==> config.mk <==
export PLATFORM = sky130hd
export DESIGN_NAME = alarm_timer54
export DESIGN_NICKNAME = d
export VERILOG_FILES = /design/src/rtl/atm_pkg.sv /design/src/rtl/atm_prescaler.sv /design/src/rtl/atm_counter.sv /design/src/rtl/atm_regs.sv /design/src/rtl/alarm_timer54.sv
export SDC_FILE = /design/constraint.sdc
export NUM_CORES = 1
export LEC_CHECK = 0
export BUFFER_PORTS_ARGS = -buffer_cell sky130_fd_sc_hd__buf_2
export CORE_ASPECT_RATIO = 0.75
export CORE_MARGIN = 2
export CORE_UTILIZATION = 25
export DETAILED_ROUTE_END_ITERATION = 10
export SKIP_LAST_GASP = 1
export SLEW_MARGIN = 20
export SYNTH_ARGS = -nofsm -noshare
export SYNTH_HDL_FRONTEND = slang
export SYNTH_HIERARCHICAL = 1
export SYNTH_SLANG_ARGS = --single-unit
==> constraint.sdc <==
create_clock -name clk -period 4.1 [get_ports clk]
set_input_delay 0.82 -clock clk [delete_from_list [all_inputs] [get_ports clk]]
set_output_delay 0.82 -clock clk [all_outputs]
set_load 0.02 [all_outputs]
==> src/rtl/atm_pkg.sv <==
package atm_pkg;
  localparam int unsigned ATM_CNT_W  = 54;
  localparam int unsigned ATM_PSC_W  = 16;
  localparam int unsigned ATM_ADDR_W = 4;
  localparam int unsigned ATM_DATA_W = 32;

  typedef enum logic [ATM_ADDR_W-1:0] {
    A_CTRL     = 4'd0,
    A_SNAP_LO  = 4'd1,
    A_SNAP_HI  = 4'd2,
    A_SNAP_TAKE= 4'd3,
    A_ALM_LO   = 4'd4,
    A_ALM_HI   = 4'd5,
    A_RLD_LO   = 4'd6,
    A_RLD_HI   = 4'd7,
    A_RLD_NOW  = 4'd8,
    A_IRQ_EN   = 4'd9,
    A_IRQ_RAW  = 4'd10,
    A_IRQ_STAT = 4'd11,
    A_IRQ_CLR  = 4'd12
  } atm_addr_e;

  localparam int unsigned CB_RUN     = 0;
  localparam int unsigned CB_UP      = 1;
  localparam int unsigned CB_AUTO    = 2;
  localparam int unsigned CB_ARM     = 3;
  localparam int unsigned CB_DCLR    = 4;
  localparam int unsigned CB_PSC_LSB = 16;
endpackage

==> src/rtl/atm_prescaler.sv <==
module atm_prescaler #(
  parameter int unsigned PSC_W = atm_pkg::ATM_PSC_W
) (
  input  logic             clk,
  input  logic             rst_n,
  input  logic             run,
  input  logic             clear,
  input  logic [PSC_W-1:0] div,
  output logic             tick
);
  localparam logic [PSC_W-1:0] ONE = {{(PSC_W-1){1'b0}}, 1'b1};

  // Last divider count before a tick; 0 selects the full 2^PSC_W divide.
  function automatic logic [PSC_W-1:0] last_count(input logic [PSC_W-1:0] d);
    return (d == '0) ? {PSC_W{1'b1}} : d - ONE;
  endfunction

  logic [PSC_W-1:0] divcnt;
  logic             at_last;

  assign at_last = (divcnt == last_count(div));
  assign tick    = run && !clear && at_last;

  always_ff @(posedge clk or negedge rst_n) begin
    if (!rst_n)       divcnt <= '0;
    else if (clear)   divcnt <= '0;
    else if (tick)    divcnt <= '0;
    else if (run)     divcnt <= divcnt + ONE;
  end

  a_r3_clear_restarts: assert property (@(posedge clk) disable iff (!rst_n)
    clear |=> (divcnt == '0));
  a_r2_divider_advances: assert property (@(posedge clk) disable iff (!rst_n)
    (run && !clear && !tick) |=> (divcnt == $past(divcnt) + ONE));
  a_r5_divider_holds: assert property (@(posedge clk) disable iff (!rst_n)
    (!run && !clear) |=> $stable(divcnt));
endmodule

==> src/rtl/atm_counter.sv <==
module atm_counter #(
  parameter int unsigned CNT_W = atm_pkg::ATM_CNT_W
) (
  input  logic             clk,
  input  logic             rst_n,
  input  logic             tick,
  input  logic             load,
  input  logic             up,
  input  logic             arm,
  input  logic             autoreload,
  input  logic [CNT_W-1:0] alarm_val,
  input  logic [CNT_W-1:0] reload_val,
  output logic [CNT_W-1:0] count,
  output logic             fire
);
  localparam logic [CNT_W-1:0] ONE = {{(CNT_W-1){1'b0}}, 1'b1};

  function automatic logic [CNT_W-1:0] step(input logic [CNT_W-1:0] v, input logic dir_up);
    return dir_up ? v + ONE : v - ONE;
  endfunction

  function automatic logic hit(input logic [CNT_W-1:0] v, input logic [CNT_W-1:0] a,
                               input logic dir_up);
    return dir_up ? (v >= a) : (v <= a);
  endfunction

  logic reached;
  assign reached = hit(count, alarm_val, up);
  assign fire    = tick && arm && reached;

  always_ff @(posedge clk or negedge rst_n) begin
    if (!rst_n)                     count <= '0;
    else if (load)                  count <= reload_val;
    else if (fire && autoreload)    count <= reload_val;
    else if (tick)                  count <= step(count, up);
  end

  a_r9_load_wins: assert property (@(posedge clk) disable iff (!rst_n)
    load |=> (count == $past(reload_val)));
  a_r7_auto_reload: assert property (@(posedge clk) disable iff (!rst_n)
    (fire && autoreload) |=> (count == $past(reload_val)));
  a_r5_hold_without_tick: assert property (@(posedge clk) disable iff (!rst_n)
    (!tick && !load) |=> $stable(count));
  a_r4_step_up: assert property (@(posedge clk) disable iff (!rst_n)
    (tick && up && !fire && !load) |=> (count == $past(count) + ONE));
  a_r4_step_down: assert property (@(posedge clk) disable iff (!rst_n)
    (tick && !up && !fire && !load) |=> (count == $past(count) - ONE));
  a_r6_fire_needs_arm: assert property (@(posedge clk) disable iff (!rst_n)
    fire |-> (tick && arm));
endmodule

==> src/rtl/atm_regs.sv <==
module atm_regs
  import atm_pkg::*;
#(
  parameter int unsigned CNT_W  = ATM_CNT_W,
  parameter int unsigned PSC_W  = ATM_PSC_W,
  parameter int unsigned ADDR_W = ATM_ADDR_W,
  parameter int unsigned DATA_W = ATM_DATA_W
) (
  input  logic              clk,
  input  logic              rst_n,
  input  logic              wr_en,
  input  logic [ADDR_W-1:0] wr_addr,
  input  logic [DATA_W-1:0] wr_data,
  input  logic [ADDR_W-1:0] rd_addr,
  output logic [DATA_W-1:0] rd_data,
  input  logic [CNT_W-1:0]  count,
  input  logic              fire,
  output logic              run,
  output logic              up,
  output logic              autoreload,
  output logic              arm,
  output logic              div_clear,
  output logic [PSC_W-1:0]  div,
  output logic [CNT_W-1:0]  alarm_val,
  output logic [CNT_W-1:0]  reload_val,
  output logic              load_now,
  output logic              irq
);
  localparam int unsigned HI_W  = CNT_W - DATA_W;
  localparam int unsigned PAD_W = DATA_W - HI_W;
  localparam logic [PSC_W-1:0] PSC_RST = {{(PSC_W-1){1'b0}}, 1'b1};

  logic             ctrl_wr, take_wr, clr_wr;
  logic [CNT_W-1:0] snap;
  logic             irq_en, irq_raw;

  function automatic logic is_wr(input logic en, input logic [ADDR_W-1:0] a,
                                 input atm_addr_e target);
    return en && (a == target);
  endfunction

  assign ctrl_wr   = is_wr(wr_en, wr_addr, A_CTRL);
  assign take_wr   = is_wr(wr_en, wr_addr, A_SNAP_TAKE);
  assign clr_wr    = is_wr(wr_en, wr_addr, A_IRQ_CLR);
  assign load_now  = is_wr(wr_en, wr_addr, A_RLD_NOW);
  assign div_clear = ctrl_wr && wr_data[CB_DCLR];
  assign irq       = irq_raw && irq_en;

  always_ff @(posedge clk or negedge rst_n) begin
    if (!rst_n) begin
      run <= 1'b0; up <= 1'b1; autoreload <= 1'b1; div <= PSC_RST;
    end else if (ctrl_wr) begin
      run        <= wr_data[CB_RUN];
      up         <= wr_data[CB_UP];
      autoreload <= wr_data[CB_AUTO];
      div        <= wr_data[CB_PSC_LSB +: PSC_W];
    end
  end

  // Software write of the control word takes priority over the self-clear.
  always_ff @(posedge clk or negedge rst_n) begin
    if (!rst_n)       arm <= 1'b0;
    else if (ctrl_wr) arm <= wr_data[CB_ARM];
    else if (fire)    arm <= 1'b0;
  end

  always_ff @(posedge clk or negedge rst_n) begin
    if (!rst_n) begin
      alarm_val <= '0; reload_val <= '0; irq_en <= 1'b0;
    end else if (wr_en) begin
      case (wr_addr)
        A_ALM_LO: alarm_val[DATA_W-1:0]      <= wr_data;
        A_ALM_HI: alarm_val[CNT_W-1:DATA_W]  <= wr_data[HI_W-1:0];
        A_RLD_LO: reload_val[DATA_W-1:0]     <= wr_data;
        A_RLD_HI: reload_val[CNT_W-1:DATA_W] <= wr_data[HI_W-1:0];
        A_IRQ_EN: irq_en                     <= wr_data[0];
        default: ;
      endcase
    end
  end

  always_ff @(posedge clk or negedge rst_n) begin
    if (!rst_n)       snap <= '0;
    else if (take_wr) snap <= count;
  end

  always_ff @(posedge clk or negedge rst_n) begin
    if (!rst_n)                     irq_raw <= 1'b0;
    else if (fire)                  irq_raw <= 1'b1;
    else if (clr_wr && wr_data[0])  irq_raw <= 1'b0;
  end

  always_comb begin
    rd_data = '0;
    case (rd_addr)
      A_CTRL: begin
        rd_data[CB_RUN]               = run;
        rd_data[CB_UP]                = up;
        rd_data[CB_AUTO]              = autoreload;
        rd_data[CB_ARM]               = arm;
        rd_data[CB_PSC_LSB +: PSC_W]  = div;
      end
      A_SNAP_LO:  rd_data = snap[DATA_W-1:0];
      A_SNAP_HI:  rd_data = {{PAD_W{1'b0}}, snap[CNT_W-1:DATA_W]};
      A_ALM_LO:   rd_data = alarm_val[DATA_W-1:0];
      A_ALM_HI:   rd_data = {{PAD_W{1'b0}}, alarm_val[CNT_W-1:DATA_W]};
      A_RLD_LO:   rd_data = reload_val[DATA_W-1:0];
      A_RLD_HI:   rd_data = {{PAD_W{1'b0}}, reload_val[CNT_W-1:DATA_W]};
      A_IRQ_EN:   rd_data[0] = irq_en;
      A_IRQ_RAW:  rd_data[0] = irq_raw;
      A_IRQ_STAT: rd_data[0] = irq;
      default:    rd_data = '0;
    endcase
  end

  a_r6_arm_self_clear: assert property (@(posedge clk) disable iff (!rst_n)
    (fire && !ctrl_wr) |=> !arm);
  a_r10_raw_on_fire: assert property (@(posedge clk) disable iff (!rst_n)
    fire |=> irq_raw);
  a_r10_clear_raw: assert property (@(posedge clk) disable iff (!rst_n)
    (clr_wr && wr_data[0] && !fire) |=> !irq_raw);
  a_r8_snap_stable: assert property (@(posedge clk) disable iff (!rst_n)
    !take_wr |=> $stable(snap));
  a_r8_snap_pre_tick: assert property (@(posedge clk) disable iff (!rst_n)
    take_wr |=> (snap == $past(count)));
endmodule

==> src/rtl/alarm_timer54.sv <==
module alarm_timer54
  import atm_pkg::*;
#(
  parameter int unsigned CNT_W  = ATM_CNT_W,
  parameter int unsigned PSC_W  = ATM_PSC_W,
  parameter int unsigned ADDR_W = ATM_ADDR_W,
  parameter int unsigned DATA_W = ATM_DATA_W
) (
  input  logic              clk,
  input  logic              rst_n,
  input  logic              wr_en,
  input  logic [ADDR_W-1:0] wr_addr,
  input  logic [DATA_W-1:0] wr_data,
  input  logic [ADDR_W-1:0] rd_addr,
  output logic [DATA_W-1:0] rd_data,
  output logic              irq
);
  logic             run, up, autoreload, arm, div_clear, load_now;
  logic             tick, fire;
  logic [PSC_W-1:0] div;
  logic [CNT_W-1:0] alarm_val, reload_val, count;

  atm_regs #(.CNT_W(CNT_W), .PSC_W(PSC_W), .ADDR_W(ADDR_W), .DATA_W(DATA_W)) u_regs (
    .clk(clk), .rst_n(rst_n), .wr_en(wr_en), .wr_addr(wr_addr), .wr_data(wr_data),
    .rd_addr(rd_addr), .rd_data(rd_data), .count(count), .fire(fire),
    .run(run), .up(up), .autoreload(autoreload), .arm(arm), .div_clear(div_clear),
    .div(div), .alarm_val(alarm_val), .reload_val(reload_val), .load_now(load_now),
    .irq(irq)
  );

  atm_prescaler #(.PSC_W(PSC_W)) u_psc (
    .clk(clk), .rst_n(rst_n), .run(run), .clear(div_clear), .div(div), .tick(tick)
  );

  atm_counter #(.CNT_W(CNT_W)) u_cnt (
    .clk(clk), .rst_n(rst_n), .tick(tick), .load(load_now), .up(up), .arm(arm),
    .autoreload(autoreload), .alarm_val(alarm_val), .reload_val(reload_val),
    .count(count), .fire(fire)
  );

  a_r2_tick_only_running: assert property (@(posedge clk) disable iff (!rst_n)
    tick |-> run);
endmodule

==> metrics list <==
- Leaving out filler cells and counting taps, the final layout contains 2,684.
- Floorplan core area: 67,100 µm²
- The analysis attributes to cell leakage a power of about 9.1 nW.
- Area growth, synth to finish: 16.73%
- Number of nets at the end of the flow: between 1,500 and 2,000
- The startpoint identified for the worst register-to-register timing path is u_regs/up.
- Number of DRC violations after detailed routing: 0
* Post-synth ARST share: 1.000
* Pre-CTS setup slack: 96.70 ps
- Number of endpoints with negative hold slack in the final report: 0
* Highest fanout seen on the critical path: 44
- The run finished with clean final reports.
* Data arrival time of the critical path: between 4000 and 5000 ps
* Fill cell total of the finished layout: 6,976
- Clock-pin slew was measured on the worst setup and hold paths at 60 ps.
- The die is 230.0 µm tall.
- The path class of the tightest hold or removal check is primary input to asynchronous set/reset pin.
- For this design the top-level I/O count stands at 76.
- Max-cap violations in this run came to 0.
- Non-Filler Cell Area, Final: around 20,000 µm²
- Drt total wl: 60,850 µm
- At the end of routability-driven placement, the weighted congestion stood at approximately 0.95.
- The detailed router placed 14,311 vias in this run.
- Cell row count: 82
* Mean post-synth cell area: between 10 and 15 µm²
- The die covers around 70,000 µm².
* Final Max Slew Viols: 0
- #FFs+latches synth: 254
- Cell area after synthesis: 17,030 µm²
* Worst setup path start: u_regs/up
* Sequential area share after synthesis: 0.3734
- Detailed Route Iter0 Violations: 1,624
- On the final layout, the worst hold slack is 222.2 ps.
- After layout, the worst setup slack is 131.9 ps.
* Drt via density: 5.332
* Max Root-Sink Buffers: 3
- Synthesis produced between 1,500 and 2,000 cells.
- TritonCTS buffer count: 30
* Largest net degree at the start of global routing: 89
- In this run, placement finished with an instance count of between 2,000 and 3,000.
- Top_reg_cell synth: sky130_fd_sc_hd__dfrtp_1
- The Yosys step of the flow raised 6 warnings.
- Fin Clk Skew: between 10 and 15 ps
- Setup repair after global routing missed its margin: no
- The detail route stage leaves a number of antenna-violating nets equal to 0.
- After clock tree synthesis, the flow added hold-fix buffers numbering 0.
- The die is 305.4 µm wide.
- In the post-synthesis netlist, the biggest area contributors are sky130_fd_sc_hd__dfrtp_1 (37%), sky130_fd_sc_hd__ha_1 (7.9%), sky130_fd_sc_hd__mux2_2 (7.5%), sky130_fd_sc_hd__mux2_1 (5.0%), sky130_fd_sc_hd__nand2_1 (2.9%).
- Count of flip-flops with a built-in enable after synthesis: 0
- For the pin with the worst max-slew slack, the measured transition is between 1000 and 1500 ps.
* Initial core utilization: 0.2538
* Share of the clock period used by the worst path: 0.9678
- Depth of the CTS H-tree: 1
- Number of nets produced by synthesis: 1,831
- Wire length of the first global-routing pass: 91,220 µm
* Required time of the critical path: 4560 ps
- WS Path Type: register to register
- Number of sinks on the clock net: 254
* Clock tree from TritonCTS: built
* Final routed wire length divided by cell count: 22.67 µm
- Post-synthesis cell type with the largest combined area: sky130_fd_sc_hd__dfrtp_1
- Setup violations remaining at the end of the flow were counted as 0.
- Once detailed placement completed, the half-perimeter wirelength came to between 40,000 and 50,000 µm.
- The worst setup path is captured at a register.
- Timing would allow up to around 250 MHz.
* First drt pass iteration count: 5
* Library cell used as clock root buffer: sky130_fd_sc_hd__clkbuf_16
* Total Negative Setup Slacks: 0 ps
- For this run, the total global-route usage over all layers was measured as 0.1696.
- The initial antenna violation count was 5.
* Maximum vdd drop: a little over 400 µV
- IO Port Bufs: 75
- The worst setup path is launched from a register.
- Congestion Overflow GR: 0
- Area share of the largest cell type after synthesis: 0.3688
- In this run, distinct cell masters in the synthesized netlist total 97.
* Headroom to the max-slew limit: 0.2255
- The via count of the first global-routing pass came to 14,325.
* Placed Area: 18,740 µm²
- Worst-skew pair later-pin latency: 590 ps
- In this run the power density over the cells is 753.6 nW/µm².
- The clock period could shrink to 3968 ps.
- In the final layout, the share of cells above drive strength 1 is 0.2178.
-- Yosys cell counts (26+ instances only) --
| cell | count |
|---|---|
| sky130_fd_sc_hd__a21o_1 | 46 |
| sky130_fd_sc_hd__a21oi_1 | 88 |
| sky130_fd_sc_hd__a22oi_1 | 43 |
| sky130_fd_sc_hd__buf_2 | 28 |
| sky130_fd_sc_hd__clkbuf_1 | 38 |
| sky130_fd_sc_hd__dfrtp_1 | 251 |
| sky130_fd_sc_hd__ha_1 | 108 |
| sky130_fd_sc_hd__inv_1 | 77 |
| sky130_fd_sc_hd__mux2_1 | 75 |
| sky130_fd_sc_hd__mux2_2 | 114 |
| sky130_fd_sc_hd__mux2i_1 | 47 |
| sky130_fd_sc_hd__nand2_1 | 130 |
| sky130_fd_sc_hd__nand3_1 | 26 |
| sky130_fd_sc_hd__nor2_1 | 61 |
| sky130_fd_sc_hd__nor3_1 | 30 |
| sky130_fd_sc_hd__o21ai_0 | 70 |
| sky130_fd_sc_hd__xnor2_1 | 52 |
| sky130_fd_sc_hd__xor2_1 | 27 |
-- sequential cells by signal, summed over array words and instances (netlist names), 16 cells and up --
register,count
u_cnt/count,54
u_psc/divcnt,16
u_regs/alarm_val,54
u_regs/div,16
u_regs/reload_val,54
u_regs/snap,54
-- worst max-delay path, cell delays in order, from the launching register on --
cell	delay, ps
sky130_fd_sc_hd__dfstp_2	610
sky130_fd_sc_hd__inv_2	170
sky130_fd_sc_hd__buf_12	240
sky130_fd_sc_hd__ha_1	420
sky130_fd_sc_hd__a21o_1	250
sky130_fd_sc_hd__a211oi_1	250
sky130_fd_sc_hd__o21ai_0	120
sky130_fd_sc_hd__o2111ai_1	180
sky130_fd_sc_hd__nand3_2	170
sky130_fd_sc_hd__a41oi_2	290
sky130_fd_sc_hd__nor2_1	70
sky130_fd_sc_hd__or4b_1	560
sky130_fd_sc_hd__a31oi_1	200
sky130_fd_sc_hd__xor2_1	190
sky130_fd_sc_hd__o211ai_1	100
-- cells by family after synthesis --
logic type                 count (synthesis)  share of synthesized area
DFF                                      254                     0.3734
xor gates and xnor gates                  79                    0.04063
buffers and inverters                    158                    0.04048
muxes                                    256                     0.1702
adders and majority gates                109                    0.08052
and+or+nand+nor                          398                     0.1225
AOI/OAI and AO/OA                        425                     0.1723
-- power breakdown --
part	switching, mW	leakage [nW]	internal (mW)	total (mW)
registers	1.06	3.15	3.38	4.44
logic	4.33	5.47	3.29	7.62
clock network	1.15	0.518	1.77	2.92
total	6.55	9.13	8.43	15.0
-- per-stage QoR --
stage	util	power (mW)
final	0.2963	14.98
after detailed placement	0.2793	11.80
after floorplan	-	9.487
after CTS	0.2953	14.81
after global placement	0.2793	11.62
after global routing	0.2962	15.96
-- per-layer routing --
metal / routed length, µm / track usage / vias up
li1: - / - / 6423
met1: 27930 / 0.2455 / 7152
met2: 25130 / 0.2462 / 636
met3: 6225 / 0.04645 / 96
met4: 1536 / 0.04418 / 4
met5: 27 / 0 / -
-- path summary, 6_finish.rpt --
path	endpoint	slack, ps	cells past startpoint
setup / recovery	u_cnt/count[50]	130	14
hold / removal	u_psc/divcnt[10]	220	1
setup reg to reg	u_cnt/count[50]	130	14
hold reg to reg	u_regs/snap[8]	490	1
max in group asynchronous	u_regs/snap[8]	2800	2
min in group clk	u_regs/alarm_val[22]	490	2
-- what timing repair did --
| action | CTS | global route |
|---|---|---|
| setup endpoints to repair | 0 | 50 |
| setup buffers | 0 | 3 |
| gates resized for setup | 0 | 9 |
-- placed cells by master, fill, tap and decap left out, types with 15 or more instances in the layout --
cell type                   instances
sky130_fd_sc_hd__clkbuf_16         30
sky130_fd_sc_hd__o21ai_0           70
sky130_fd_sc_hd__nand4_1           25
sky130_fd_sc_hd__o211ai_1          22
sky130_fd_sc_hd__nand2_1          130
sky130_fd_sc_hd__inv_1             76
sky130_fd_sc_hd__a22oi_1           43
sky130_fd_sc_hd__mux2_2           114
sky130_fd_sc_hd__and3_1            15
sky130_fd_sc_hd__o21ai_1           25
sky130_fd_sc_hd__ha_1             108
sky130_fd_sc_hd__dfrtp_1          251
sky130_fd_sc_hd__nor2_1            58
sky130_fd_sc_hd__a21oi_1           87
sky130_fd_sc_hd__nor2b_1           19
sky130_fd_sc_hd__mux2i_1           47
sky130_fd_sc_hd__nor3_1            29
sky130_fd_sc_hd__mux2_1            75
sky130_fd_sc_hd__buf_2             74
sky130_fd_sc_hd__xnor2_1           52
sky130_fd_sc_hd__a21o_1            46
sky130_fd_sc_hd__buf_4             66
sky130_fd_sc_hd__xor2_1            27
sky130_fd_sc_hd__nand3_1           26
sky130_fd_sc_hd__mux2_4            19
-- area by class of cell --
cell class	instances	area (µm²)	area share
Antenna cell	2	5.005	0.0002518
Clock inverter	13	214.0	0.01076
Tap cell	882	1104	0.05551
Clock buffer	42	855.8	0.04305
Inverter	77	289.0	0.01454
Sequential cell	254	6360	0.3199
Timing Repair Buffer	147	1001	0.05035
Multi-Input combinational cell	1267	10050	0.5056
No activity file was read; power rests on OpenSTA's default activity.
